<file path="config.mk">
export PLATFORM = sky130hd
export DESIGN_NAME = dbcfg_tile
export DESIGN_NICKNAME = d
export VERILOG_FILES = /design/src/rtl/dbcfg_pkg.sv /design/src/rtl/dbcfg_addr_decode.sv /design/src/rtl/dbcfg_bank.sv /design/src/rtl/dbcfg_route_mux.sv /design/src/rtl/dbcfg_tile.sv
export SDC_FILE = /design/constraint.sdc
export NUM_CORES = 1
export LEC_CHECK = 0
export ABC_AREA = 1
export ABC_CLOCK_PERIOD_IN_PS = 2400
export BUFFER_PORTS_ARGS = -buffer_cell sky130_fd_sc_hd__buf_2
export CAP_MARGIN = 20
export CORE_UTILIZATION = 48
export CTS_CLUSTER_DIAMETER = 100
export DETAILED_ROUTE_END_ITERATION = 8
export MAX_ROUTING_LAYER = met4
export PLACE_DENSITY = 0.92
export SYNTH_ARGS = -nofsm -noshare
export SYNTH_HDL_FRONTEND = slang
export SYNTH_SLANG_ARGS = --single-unit
</file>
<file path="constraint.sdc">
create_clock -name clk -period 2.4 [get_ports clk]
set_input_delay 0.36 -clock clk [delete_from_list [all_inputs] [get_ports clk]]
set_output_delay 0.36 -clock clk [all_outputs]
set_load 0.01 [all_outputs]
</file>
<file path="src/rtl/dbcfg_pkg.sv">
package dbcfg_pkg;

  typedef enum logic {
    BANK_PRIMARY = 1'b0,
    BANK_SHADOW  = 1'b1
  } bank_e;

  localparam int NUM_BANKS = 2;

  function automatic int idx_width(input int n);
    return (n <= 2) ? 1 : $clog2(n);
  endfunction

endpackage

</file>
<file path="src/rtl/dbcfg_addr_decode.sv">
module dbcfg_addr_decode #(
  parameter int ADDR_W     = 32,
  parameter int TILE_W     = 16,
  parameter int FEAT_W     = 8,
  parameter int REG_W      = 8,
  parameter int NUM_REGS   = 4,
  parameter int FEATURE_ID = 5,
  localparam int IDX_W     = dbcfg_pkg::idx_width(NUM_REGS)
) (
  input  logic [ADDR_W-1:0] addr,
  input  logic [TILE_W-1:0] tile_id,
  output logic              sel_hit,
  output logic              in_range,
  output logic [IDX_W-1:0]  idx
);

  localparam int FEAT_LSB = TILE_W;
  localparam int REG_LSB  = TILE_W + FEAT_W;

  logic [TILE_W-1:0] tile_f;
  logic [FEAT_W-1:0] feat_f;
  logic [REG_W-1:0]  reg_f;

  assign tile_f = addr[TILE_W-1:0];
  assign feat_f = addr[FEAT_LSB +: FEAT_W];
  assign reg_f  = addr[REG_LSB +: REG_W];

  // Tile and feature fields must both match for any access.
  assign sel_hit  = (tile_f == tile_id) && (feat_f == FEAT_W'(FEATURE_ID));
  assign in_range = ({1'b0, reg_f} < (REG_W+1)'(NUM_REGS));
  assign idx      = reg_f[IDX_W-1:0];

endmodule

</file>
<file path="src/rtl/dbcfg_bank.sv">
module dbcfg_bank #(
  parameter int NUM_REGS = 4,
  parameter int VAL_W    = 8,
  localparam int IDX_W   = dbcfg_pkg::idx_width(NUM_REGS)
) (
  input  logic             clk,
  input  logic             rst,
  input  logic             we,
  input  logic [IDX_W-1:0] widx,
  input  logic [VAL_W-1:0] wval,
  input  logic [IDX_W-1:0] ridx,
  output logic [VAL_W-1:0] rval,
  output logic [VAL_W-1:0] sel0
);

  logic [VAL_W-1:0] regs_q [NUM_REGS];

  always_ff @(posedge clk) begin
    if (rst) begin
      for (int i = 0; i < NUM_REGS; i++) regs_q[i] <= '0;
    end else if (we) begin
      regs_q[widx] <= wval;
    end
  end

  assign rval = regs_q[ridx];
  assign sel0 = regs_q[0];

endmodule

</file>
<file path="src/rtl/dbcfg_route_mux.sv">
module dbcfg_route_mux #(
  parameter int NUM_IN = 4,
  parameter int LANE_W = 16,
  parameter int SEL_W  = 8
) (
  input  logic [NUM_IN*LANE_W-1:0] lanes,
  input  logic [SEL_W-1:0]         sel,
  output logic [LANE_W-1:0]        out
);

  // Selects past the last lane give zero.
  always_comb begin
    out = '0;
    for (int i = 0; i < NUM_IN; i++) begin
      if (sel == SEL_W'(i)) out = lanes[i*LANE_W +: LANE_W];
    end
  end

endmodule

</file>
<file path="src/rtl/dbcfg_tile.sv">
module dbcfg_tile #(
  parameter int ADDR_W     = 32,
  parameter int DATA_W     = 32,
  parameter int TILE_W     = 16,
  parameter int FEAT_W     = 8,
  parameter int REG_W      = 8,
  parameter int NUM_REGS   = 4,
  parameter int VAL_W      = 8,
  parameter int NUM_IN     = 4,
  parameter int LANE_W     = 16,
  parameter int FEATURE_ID = 5
) (
  input  logic                     clk,
  input  logic                     rst,
  input  logic [TILE_W-1:0]        tile_id,
  input  logic [ADDR_W-1:0]        cfg_addr,
  input  logic [DATA_W-1:0]        cfg_wdata,
  input  logic                     cfg_write,
  input  logic                     cfg_read,
  input  logic                     shadow_sel,
  input  logic                     shadow_live,
  output logic [DATA_W-1:0]        rdata,
  input  logic [NUM_IN*LANE_W-1:0] route_in,
  output logic [LANE_W-1:0]        route_out
);

  import dbcfg_pkg::*;

  localparam int IDX_W = idx_width(NUM_REGS);

  logic             sel_hit;
  logic             in_range;
  logic [IDX_W-1:0] idx;
  logic [VAL_W-1:0] bank_rval [NUM_BANKS];
  logic [VAL_W-1:0] bank_sel0 [NUM_BANKS];
  logic [VAL_W-1:0] live_sel;
  logic [VAL_W-1:0] rd_val;
  logic             wr_ok;
  bank_e            acc_bank;
  logic [DATA_W-1:0] rdata_q;

  dbcfg_addr_decode #(
    .ADDR_W(ADDR_W), .TILE_W(TILE_W), .FEAT_W(FEAT_W), .REG_W(REG_W),
    .NUM_REGS(NUM_REGS), .FEATURE_ID(FEATURE_ID)
  ) u_dec (
    .addr(cfg_addr), .tile_id(tile_id),
    .sel_hit(sel_hit), .in_range(in_range), .idx(idx)
  );

  assign acc_bank = bank_e'(shadow_sel);
  assign wr_ok    = cfg_write && sel_hit && in_range;

  for (genvar b = 0; b < NUM_BANKS; b++) begin : g_bank
    dbcfg_bank #(.NUM_REGS(NUM_REGS), .VAL_W(VAL_W)) u_bank (
      .clk(clk), .rst(rst),
      .we(wr_ok && (acc_bank == bank_e'(b))),
      .widx(idx), .wval(cfg_wdata[VAL_W-1:0]),
      .ridx(idx), .rval(bank_rval[b]), .sel0(bank_sel0[b])
    );
  end

  assign rd_val   = in_range ? bank_rval[acc_bank] : '0;
  assign live_sel = shadow_live ? bank_sel0[BANK_SHADOW] : bank_sel0[BANK_PRIMARY];

  always_ff @(posedge clk) begin
    if (rst) begin
      rdata_q <= '0;
    end else if (cfg_read && sel_hit) begin
      rdata_q <= DATA_W'(rd_val);
    end
  end

  assign rdata = rdata_q;

  dbcfg_route_mux #(.NUM_IN(NUM_IN), .LANE_W(LANE_W), .SEL_W(VAL_W)) u_mux (
    .lanes(route_in), .sel(live_sel), .out(route_out)
  );

endmodule

</file>
==> summary.md, run 1 <==
| Metric | Value |
|---|---|
| Min-Delay Path Class | input pin to flip-flop |
| Mapped cell area | 0.00455 mm² |
| Die X | 99.4 µm |
| Core footprint | 0.00920 mm² |
| Crit Path Class | flip-flop to output pin |
| Min-Delay Endpoint | rdata[3] |
| Worst flop-to-flop path endpoint | rdata[2] |
| First-pass DRT Iterations | 6 |
| Hold Path Origin | cfg_read |
| Die Ht | 99.4 µm |
| RSZ-0062 raised after global routing | true |
| Failing checks | negative setup slack |
| CTS clk-pin slew, worst paths | 0.07 ns |
| Final setup margin | -0.0246 ns |
| Post-detail-place hpwl | 8870 µm |
| PortBufs | 149 |
| Synth Warn # | 0 |
| DR iter-0 viols | 527 |
| WL per Instance | 14.7 µm |
| RD Place Congestion | 0.915 |
| Internal | 2040 µW |
| Sequential fraction of the synthesis area | 45.7% |
| R2R setup slack | 1.08 ns |
| Cell Rows | 35 |
| NumNets Final | 893 |
| Crit path largest cell delay | 0.41 ns |
| Min cycle time layout | 2.42 ns |
| Total grt overflow | 0 |
| Total Wirelength | 12700 µm |
| Clock power share | 32.3% |
| Largest net degree at the start of global routing | 34 |
| Number of global-route vias before repair | 4039 |
| Comb pwr share | 15.3% |
| Clock latency on the worst-skew pair | 0.35 ns |
| Clk root buf | clkbuf_8 |
| Setup_tns | -0.0594 ns |
| Setup Viol. Count Final | 6 |
| Cell chain of the critical path | nor3_2, nand2_1, nand2_4, buf_4, nand4_4, buf_6, nor2_1, a21oi_2, buf_2 |
| Power per Cell Area | 478 mW/mm² |
| Share of cells above drive strength 1 | 31.3% |
| Critical Path Sink Type | output pin |
| Switching share of power | 25.5% |
| H-Tree Depth | 3 |
| CTS Sinks | 72 |
| Leak Pwr | 0.00267 µW |
| Antenna violations before repair | 0 |
| Sequential share of power | 52.4% |
| I/O pin cnt | 198 |
| Fin crit share | 101% |
| Num CTS Buffers | 9 |
| Mean Syn Cell Area | 7.84 µm² |
| NetSw | 698 µW |
| Hold Path Stages | 4 |
| Status | complete, but fails checks |
| Initial Util | 49.5% |
| Clock Tree Buf Depth | 2 |
| Setup WS pre-CTS | 0.127 ns |
| Routed Antenna Nets | 0 |
| Fin. max-slew vios | 0 |
| Tot GR Track Use | 25.8% |
| Slowest stage cell, crit path | edfxtp_1 |
| #FFs+latches synth | 72 |
| Yosys cell types | 33 |
| Worst VDD drop | 286 µV |
| Post-route DRC | 0 |
| Ant. Diodes | 0 |
| Synth Instances | 581 |
| Worst setup SP type | flip-flop |
| Max Clk Rate | 412 MHz |
| Final Skew | 0.00525 ns |
| Worst EP required | 2.04 ns |
| Vias per cell | 5.31 |
| Worst endpoint data arrival time | 2.06 ns |
| R2r worst-path depth | 6 |
| CP Buf/Inv Count | 3 |
| Crit-path leading delay family | simple AND/OR/NAND/NOR gates |
| Critical R2R Launch | g_bank[0].u_bank.regs_q[0][2] |
| CTS tree | done |
| Routed vias | 4552 |
| Final hold vios | 0 |
| Max Cap Viol | 0 |
| Die area | 0.00988 mm² |
| First-pass GRT wire length | 18800 µm |
| Area Overhead vs Synth | 26.0% |
| CP max FO | 16 |
## per-stage QoR
stage	hold slack (ns)	total power, µW	utilization (%)	std cells	area, µm²
after floorplan	0.508	1690	-	604	4640
after global placement	0.459	1840	58.3	836	5360
after detailed placement	0.470	1850	58.3	836	5360
after CTS	0.390	2720	61.0	855	5610
after global routing	0.414	2850	62.4	858	5740
final	0.395	2740	62.4	858	5740
## cell type report
type | count | area (µm²)
Multi-Input combinational cell | 396 | 2050
Tap cell | 111 | 139
Fill cell | 779 | 3460
Clock buffer | 10 | 128
Sequential cell | 72 | 2080
Timing Repair inverter | 1 | 7.51
Clock inverter | 5 | 48.8
Timing Repair Buffer | 171 | 926
Inverter | 92 | 358
## what timing repair did
item                       CTS  global route
setup buffers                2             2
gates resized for setup     10            24
hold buffers                 0             0
setup endpoints to repair   16            16
cloned                       2             1
pin swaps                    6            17
## kinds of logic after synthesis
family          count (synthesis)  synth area share [%]
other cells                     1                0.0824
simple gates                  259                  25.0
flops                          72                  45.7
compound gates                106                  14.0
xor+xnor                        5                 0.962
buf+inv                       138                  14.2
## cells in the mapped netlist
cell type,count,area (µm²)
a21oi_1,33,165
buf_1,2,7.51
buf_2,7,35.0
buf_4,26,195
buf_6,3,33.8
clkbuf_1,8,30.0
clkinv_1,1,3.75
conb_1,1,3.75
dfxtp_1,8,160
edfxtp_1,64,1920
inv_1,86,323
inv_2,5,18.8
nand2_1,63,236
nand2_2,3,18.8
nand3_1,12,60.1
nand3_2,2,20.0
nand4_1,8,50.1
nand4_2,4,50.1
nand4_4,1,21.3
nor2_1,140,526
nor2_2,3,18.8
nor3_1,16,80.1
nor3_2,4,40.0
o211ai_1,1,7.51
o21ai_0,36,180
o21ai_1,4,20.0
o221a_2,2,22.5
o221ai_1,13,114
o22ai_1,15,93.8
o22ai_2,1,12.5
o31ai_4,1,21.3
or2_2,3,18.8
xnor2_1,5,43.8
## per-layer routing
layer / track usage [%] / wire [µm] / vias up
met5: - / 0 / -
met4: 7.24 / 275 / 0
met3: 6.68 / 1280 / 30
met2: 42.9 / 6180 / 279
met1: 31.0 / 4910 / 2043
li1: - / - / 2200
## placed cells by master, fill, tap and decap left out, types with 8 or more instances in the layout
cell type / synthesis / final
o22ai_2: 1 / 8
o22ai_1: 15 / 8
buf_4: 26 / 18
o221ai_1: 13 / 13
clkbuf_8: 0 / 9
nand2_1: 63 / 62
inv_1: 86 / 85
o21ai_0: 36 / 36
conb_1: 1 / 24
buf_2: 7 / 149
nor2_1: 140 / 139
nand4_1: 8 / 8
dfxtp_1: 8 / 8
a21oi_1: 33 / 28
edfxtp_1: 64 / 64
nand3_1: 12 / 12
nor3_1: 16 / 14
## power by group through the flow
| stage | clock network (µW) | registers [µW] | logic [µW] |
|---|---|---|---|
| 3_3_place_gp | 0 | 1460 | 379 |
| 5_1_grt | 944 | 1440 | 464 |
| 3_5_place_dp | 0 | 1460 | 385 |
| 6_report | 886 | 1440 | 419 |
| 2_1_floorplan | 0 | 1450 | 239 |
| 4_1_cts | 890 | 1430 | 399 |
## state kept, by name, indices dropped and copies added, names as in the netlist
name and count:
g_bank.u_bank.regs_q 64, rdata 8
## worst register-to-register path, stage by stage, from the launching register on
cell      delay (ns)
edfxtp_1        0.39
o21ai_0         0.34
o221ai_1        0.19
nand2_1         0.09
nor2_1          0.06
nor2_1          0.10
nor2_1          0.04
## worst max path at each step
stage                                  start                            end  slack, ns  depth (start not counted)
2_1_floorplan                   cfg_addr[23]  g_bank[1].u_bank.regs_q[1][0]       0.23                          9
3_3_place_gp                     shadow_live                   route_out[5]       0.15                          9
3_5_place_dp                     shadow_live                   route_out[5]       0.13                          9
4_1_cts        g_bank[1].u_bank.regs_q[0][4]                   route_out[2]      0.003                          9
5_1_grt        g_bank[1].u_bank.regs_q[0][0]                   route_out[4]      -0.14                         10
6_report       g_bank[0].u_bank.regs_q[0][4]                  route_out[11]      -0.02                          9
No activity file was read; power rests on OpenSTA's default activity.
==> run 2, diff against run 1 <==
--- a/config.mk
+++ b/config.mk
@@ -9,11 +9,13 @@
 export ABC_CLOCK_PERIOD_IN_PS = 2400
 export BUFFER_PORTS_ARGS = -buffer_cell sky130_fd_sc_hd__buf_2
 export CAP_MARGIN = 20
+export CORE_MARGIN = 2
 export CORE_UTILIZATION = 48
 export CTS_CLUSTER_DIAMETER = 100
 export DETAILED_ROUTE_END_ITERATION = 8
 export MAX_ROUTING_LAYER = met4
 export PLACE_DENSITY = 0.92
+export SKIP_LAST_GASP = 1
 export SYNTH_ARGS = -nofsm -noshare
 export SYNTH_HDL_FRONTEND = slang
 export SYNTH_SLANG_ARGS = --single-unit
==> run 2 against run 1 <==
The flow now finishes without violations. Wire length rose by 1.0%. Combinational power rose by 1%. Cell count is 2.1% higher. Maximum frequency up 2.1%.
==> summary.md, run 2 (synthesis gave the netlist of run 1 again) <==
| Metric | Value |
|---|---|
| Ant. Diodes | 0 |
| Worst endpoint data arrival time | 2.01 ns |
| Power per Cell Area | 515 mW/mm² |
| CP max FO | 8 |
| Crit Path Class | flip-flop to output pin |
| PortBufs | 149 |
| DR iter-0 viols | 350 |
| Die area | 0.0103 mm² |
| Largest net degree at the start of global routing | 34 |
| Met3 Use GR | 6.97% |
| Worst EP required | 2.04 ns |
| Clk root buf | clkbuf_8 |
| Core footprint | 0.00924 mm² |
| Max Cap Viol | 0 |
| Leak Pwr | 0.00270 µW |
| Initial Util | 49.3% |
| Critical R2R Launch | g_bank[0].u_bank.regs_q[0][2] |
| Antenna violations before repair | 0 |
| Final Core Density | 62.9% |
| CTS tree | done |
| RD Place Congestion | 0.926 |
| I/O pin cnt | 198 |
| Status | completed |
| Post-detail-place hpwl | 8830 µm |
| Cell Rows | 35 |
| Routed vias | 4547 |
| CTS clk-pin slew, worst paths | 0.08 ns |
| Clock Tree Buf Depth | 2 |
| Worst setup path startpoint | g_bank[1].u_bank.regs_q[0][0] |
| H-Tree Depth | 3 |
| Area Overhead vs Synth | 27.6% |
| GRT busiest layer | met2 |
| Share of cells above drive strength 1 | 31.3% |
| Tot GR Track Use | 24.5% |
| Fin. max-slew vios | 0 |
| Largest register FFs | 64 |
| Grt met1 use | 30.2% |
| Min cycle time layout | 2.37 ns |
| Num CTS Buffers | 9 |
| Final Power | 2990 µW |
| RSZ-0062 raised after global routing | true |
| Max-slew headroom | 62.8% |
| Die X | 101 µm |
| Highest-count cells in the layout ignoring fill and taps | buf_2, nor2_1, inv_1 |
| Worst Tran Pin Value | 0.557 ns |
| Total Wirelength | 12800 µm |
| FILL cells | 765 |
| Post-route DRC | 0 |
| Min-Delay Path Class | input pin to flip-flop |
| Worst setup SP type | flip-flop |
| Total grt overflow | 0 |
| Final hold vios | 0 |
| Number of global-route vias before repair | 3963 |
| Clock latency on the worst-skew pair | 0.36 ns |
| Final Skew | 0.0103 ns |
| Max Clk Rate | 421 MHz |
| Met2 usage | 39.3% |
| Most common cell after layout, fill and taps aside | buf_2 |
| First-pass GRT wire length | 18700 µm |
| Critical Path Sink Type | output pin |
| First-pass DRT Iterations | 5 |
| Vias per cell | 5.19 |
| Worst VDD drop | 357 µV |
| Routed Antenna Nets | 0 |
| Die Ht | 101 µm |
| Top reg by flops | g_bank.u_bank.regs_q |
| CTS Sinks | 72 |
| Hold Path Origin | cfg_read |
| Fin crit share | 99.0% |
| WL per Instance | 14.6 µm |
| NumNets Final | 893 |
| Setup Viol. Count Final | 0 |
run 2: changes by cell type in the layout (fill, tap and decap cells not counted), moves of 2 or more:
cell       delta
bufinv_16     +2
inv_2         +2
a21oi_1       +2
inv_1         -2
a21oi_2       -2
buf_4         +3
buf_6         -3
run 2: worst max-delay path, cell delays in order (launching register included):
cell and delay (ns):
edfxtp_1 0.41, inv_2 0.08, nand2_1 0.08, o21ai_4 0.10
inv_2 0.08, nor2_4 0.18, nand3_4 0.18, o22ai_1 0.21
inv_1 0.06, a21oi_1 0.12, buf_2 0.15
run 2: layout make-up:
| type | count | area (µm²) | area share (%) |
|---|---|---|---|
| Sequential cell | 72 | 2080 | 35.8 |
| Multi-Input combinational cell | 396 | 2050 | 35.4 |
| Timing Repair inverter | 1 | 11.3 | 0.194 |
| Clock inverter | 6 | 108 | 1.85 |
| Clock buffer | 9 | 124 | 2.13 |
| Timing Repair Buffer | 171 | 915 | 15.7 |
| Tap cell | 129 | 161 | 2.78 |
| Inverter | 92 | 354 | 6.10 |
run 2: final timing paths:
check | end | slack (ns) | cells after the start
worst min register to register | rdata[5] | 0.48 | 2
worst min-delay path | rdata[3] | 0.38 | 4
worst max-delay path | route_out[12] | 0.03 | 10
worst max register to register | rdata[2] | 0.97 | 6
run 2: routing by layer:
metal,vias to the layer above,wire (µm)
li1,2205,-
met1,2037,4810
met2,272,6240
met3,33,1420
met4,0,307
met5,-,0
run 2: power by group:
group	total [µW]	switching (µW)	internal, µW
registers	1440	21.6	1410
logic	424	261	163
clock network	1130	451	683
total	2990	733	2260
run 2: through the flow:
step / hold WS (ns) / cells / TNS (ns) / area [µm²] / setup slack [ns]
2_1_floorplan: 0.508 / 604 / 0 / 4640 / 0.235
3_3_place_gp: 0.460 / 853 / 0 / 5370 / 0.196
3_5_place_dp: 0.472 / 853 / 0 / 5370 / 0.163
4_1_cts: 0.379 / 871 / 0 / 5670 / 0.0191
5_1_grt: 0.413 / 876 / -1.02 / 5810 / -0.0812
6_report: 0.382 / 876 / 0 / 5810 / 0.0252
run 2: timing repair:
action                     in CTS  in global routing
hold buffers                    0                  0
setup buffers                   2                  3
gates resized for setup         7                 26
setup endpoints to repair      16                 16
pin swaps                       1                 15
gates cloned                    1                  2
==> run 3, diff against run 2 <==
--- a/config.mk
+++ b/config.mk
@@ -5,16 +5,15 @@
 export SDC_FILE = /design/constraint.sdc
 export NUM_CORES = 1
 export LEC_CHECK = 0
-export ABC_AREA = 1
 export ABC_CLOCK_PERIOD_IN_PS = 2400
 export BUFFER_PORTS_ARGS = -buffer_cell sky130_fd_sc_hd__buf_2
 export CAP_MARGIN = 20
 export CORE_MARGIN = 2
-export CORE_UTILIZATION = 48
+export CORE_UTILIZATION = 47
 export CTS_CLUSTER_DIAMETER = 100
 export DETAILED_ROUTE_END_ITERATION = 8
 export MAX_ROUTING_LAYER = met4
-export PLACE_DENSITY = 0.92
+export PLACE_DENSITY = 0.91
 export SKIP_LAST_GASP = 1
 export SYNTH_ARGS = -nofsm -noshare
 export SYNTH_HDL_FRONTEND = slang
==> run 3 against run 2 <==
The flow now finishes with violations (negative setup slack). Clock-buffer cell count unchanged. Critical path depth fell by 4. First-iteration DRC count increased by 22%. Combinational power increased by 2%. Core utilization fell by 2.6 points. Clock skew is 0.0042 ns lower. Area after synthesis fell by 5.7%. Synthesized cell count fell by 32%. Register-to-register slack lost 0.02 ns. Global-route usage up 0.99 points.
==> summary.md, run 3 <==
| Metric | Value |
|---|---|
| Status | complete, but fails checks |
| Failing checks | negative setup slack |
| Critical Path Sink Type | output pin |
| Largest family of logic cells by synthesized area | simple AND/OR/NAND/NOR gates |
| Synth top area share | 44.8% |
| Vias per cell | 5.86 |
| Largest net degree at the start of global routing | 39 |
| Largest register FFs | 64 |
| R2r worst-path depth | 3 |
| Routed vias | 3895 |
| CTS Sinks | 72 |
| WL per Instance | 18.6 µm |
| PortBufs | 149 |
| Post-route DRC | 0 |
| Post-Synth XOR/XNOR Area | 3.47% |
| Num CTS Buffers | 9 |
| Min cycle time layout | 2.55 ns |
| Initial Util | 48.7% |
| #FFs+latches synth | 72 |
| R2R setup slack | 0.95 ns |
| Post-synth EDFFs | 64 |
| Fin. max-slew vios | 0 |
| Top post-synthesis cells by area | edfxtp_1, nor3_1, mux2i_1 |
| H-Tree Depth | 3 |
| Min-Delay Endpoint | g_bank[0].u_bank.regs_q[3][4] |
| Synth Flop Type | edfxtp_1 |
| Clock Tree Buf Depth | 2 |
| FILL cells | 712 |
| CTS tree | done |
| Post-CTS Setup Bufs | 0 |
| DR iter-0 viols | 426 |
| Clk root buf | clkbuf_8 |
| Worst VDD drop | 327 µV |
| Most frequent cells after synthesis | edfxtp_1, nor3_1, nand2_1, o21ai_0, buf_4 |
| Final setup margin | -0.146 ns |
| Fin crit share | 106% |
| NumNets Final | 702 |
| Worst endpoint data arrival time | 2.19 ns |
| Final Skew | 0.00609 ns |
| Core footprint | 0.00881 mm² |
| Worst Tran Pin Value | 0.775 ns |
| Tot GR Track Use | 25.5% |
| Max-slew headroom | 48.3% |
| Setup Viol. Count Final | 16 |
| Post-Synth Simple-Gate Area | 15.8% |
| Synth Instances | 397 |
| Setup WS pre-CTS | 0.0702 ns |
| Synth async-reset ratio | 0% |
| Share of cells above drive strength 1 | 37.9% |
| Mapped cell area | 0.00429 mm² |
| Worst EP required | 2.04 ns |
| Sequential fraction of the synthesis area | 48.5% |
| First-pass GRT wire length | 18900 µm |
| Hold Path Origin | cfg_wdata[4] |
| Ant. Diodes | 0 |
| Mean Syn Cell Area | 10.8 µm² |
| Min-Delay Path Class | input pin to flip-flop |
| Synth Warn # | 0 |
| Top reg by flops | g_bank.u_bank.regs_q |
| Yosys cell types | 44 |
| Die X | 99.6 µm |
| Crit Path Class | flip-flop to output pin |
| Area Overhead vs Synth | 23.8% |
| Total Wirelength | 12400 µm |
| Total grt overflow | 0 |
| Most instantiated library cell after synthesis | edfxtp_1 |
| Hold Path Stages | 3 |
| Die Ht | 99.6 µm |
| Max Cap Viol | 0 |
| Most common cell after layout, fill and taps aside | buf_2 |
| CTS clk-pin slew, worst paths | 0.08 ns |
| First-pass DRT Iterations | 5 |
| Area leader, netlist | edfxtp_1 |
| Antenna violations before repair | 0 |
| Post-synthesis adder-cell area fraction | 0% |
| Highest-count cells in the layout ignoring fill and taps | buf_2, edfxtp_1, nor3_1 |
| Compound-Gate Fraction of Synth Area | 14.1% |
| RSZ-0062 raised after global routing | true |
| Mux contribution to synthesized area | 9.80% |
| Clock latency on the worst-skew pair | 0.35 ns |
| Leak Pwr | 0.00212 µW |
| Die area | 0.00991 mm² |
| Power per Cell Area | 547 mW/mm² |
| Max Clk Rate | 393 MHz |
| Final Power | 2910 µW |
| Worst flop-to-flop path endpoint | rdata[5] |
| Post-detail-place hpwl | 9260 µm |
| Final hold vios | 0 |
| CP max FO | 16 |
| Worst setup SP type | flip-flop |
| Number of global-route vias before repair | 3826 |
| Routed Antenna Nets | 0 |
| RD Place Congestion | 0.860 |
| I/O pin cnt | 198 |
| Critical R2R Launch | g_bank[0].u_bank.regs_q[0][5] |
| Cell Rows | 34 |
run 3: cell count changes in the layout (fill, tap and decap cells not counted), sizes merged, moves of 7 or more:
cell,change
inv,-90
nand4,-9
nand3,-9
mux4,+8
nor2,-122
nor3,+31
o31ai,+7
xnor2,+7
o221ai,-13
mux2i,+24
nand2,-34
o22ai,-16
a22oi,+19
a21oi,-17
run 3: kinds of logic (layout without fill, tap and decap cells):
logic type / count (synthesis) / in the layout
compound gates: 89 / 89
xor+xnor: 17 / 17
buf+inv: 55 / 192
flops: 72 / 72
mux: 32 / 32
other cells: 1 / 24
simple gates: 131 / 131
run 3: metal layers:
metal / GRT usage [%] / up-vias / share of wire, %
met5: - / - / 0
met2: 44.4 / 243 / 53
met1: 28.9 / 1850 / 37
met4: 10.4 / 0 / 2.0
met3: 4.64 / 29 / 8.1
li1: - / 1773 / -
run 3: timing repair:
item                                    in CTS  in global routing
endpoints found under the setup margin      16                 16
gates resized for setup                      1                  0
pin swaps                                    0                  0
hold buffers                                 0                  0
cloned                                       0                  0
run 3: worst max path at each step:
stage                                  startpoint                       endpoint  slack, ns  depth (start not counted)
global placement                     cfg_addr[31]  g_bank[1].u_bank.regs_q[1][7]       0.14                          6
detailed placement                   cfg_addr[31]  g_bank[0].u_bank.regs_q[2][5]       0.07                          6
finish              g_bank[1].u_bank.regs_q[0][6]                   route_out[1]      -0.15                          6
global route        g_bank[1].u_bank.regs_q[0][6]                   route_out[1]      -0.26                          6
CTS                 g_bank[1].u_bank.regs_q[0][6]                   route_out[1]      -0.16                          6
floorplan                            cfg_addr[31]  g_bank[1].u_bank.regs_q[1][0]      -0.04                          4
run 3: layout make-up:
| class | instances | area (µm²) | share of cell area [%] |
|---|---|---|---|
| tap | 108 | 135 | 2.54 |
| clock buffer | 9 | 124 | 2.33 |
| timing repair buffer | 173 | 930 | 17.5 |
| inverter | 3 | 11.3 | 0.212 |
| sequential | 72 | 2080 | 39.2 |
| multi-input combinational | 293 | 1940 | 36.6 |
| clock inverter | 7 | 86.3 | 1.63 |
run 3: through the flow:
step           util (%)  setup TNS, ns  hold slack (ns)  instances  area [µm²]
6_report           60.3          -1.38            0.404        665        5310
3_5_place_dp       57.9              0            0.457        649        5100
3_3_place_gp       57.9              0            0.446        649        5100
2_1_floorplan         -         -0.706            0.483        420        4380
4_1_cts            60.3          -1.33            0.392        665        5310
5_1_grt            60.3          -2.92            0.432        665        5310
run 3: power breakdown:
part           total, µW  internal, µW  switching (µW)
clock               1030           576             458
combinational        433           187             246
sequential          1440          1410            24.8
total               2910          2180             729
run 3: critical path: stages, from the launching register on:
cell and delay (ns):
edfxtp_1 0.39, or4_4 0.56, o41ai_4 0.24, buf_6 0.20
o21ai_0 0.09, a21oi_1 0.18, buf_2 0.17
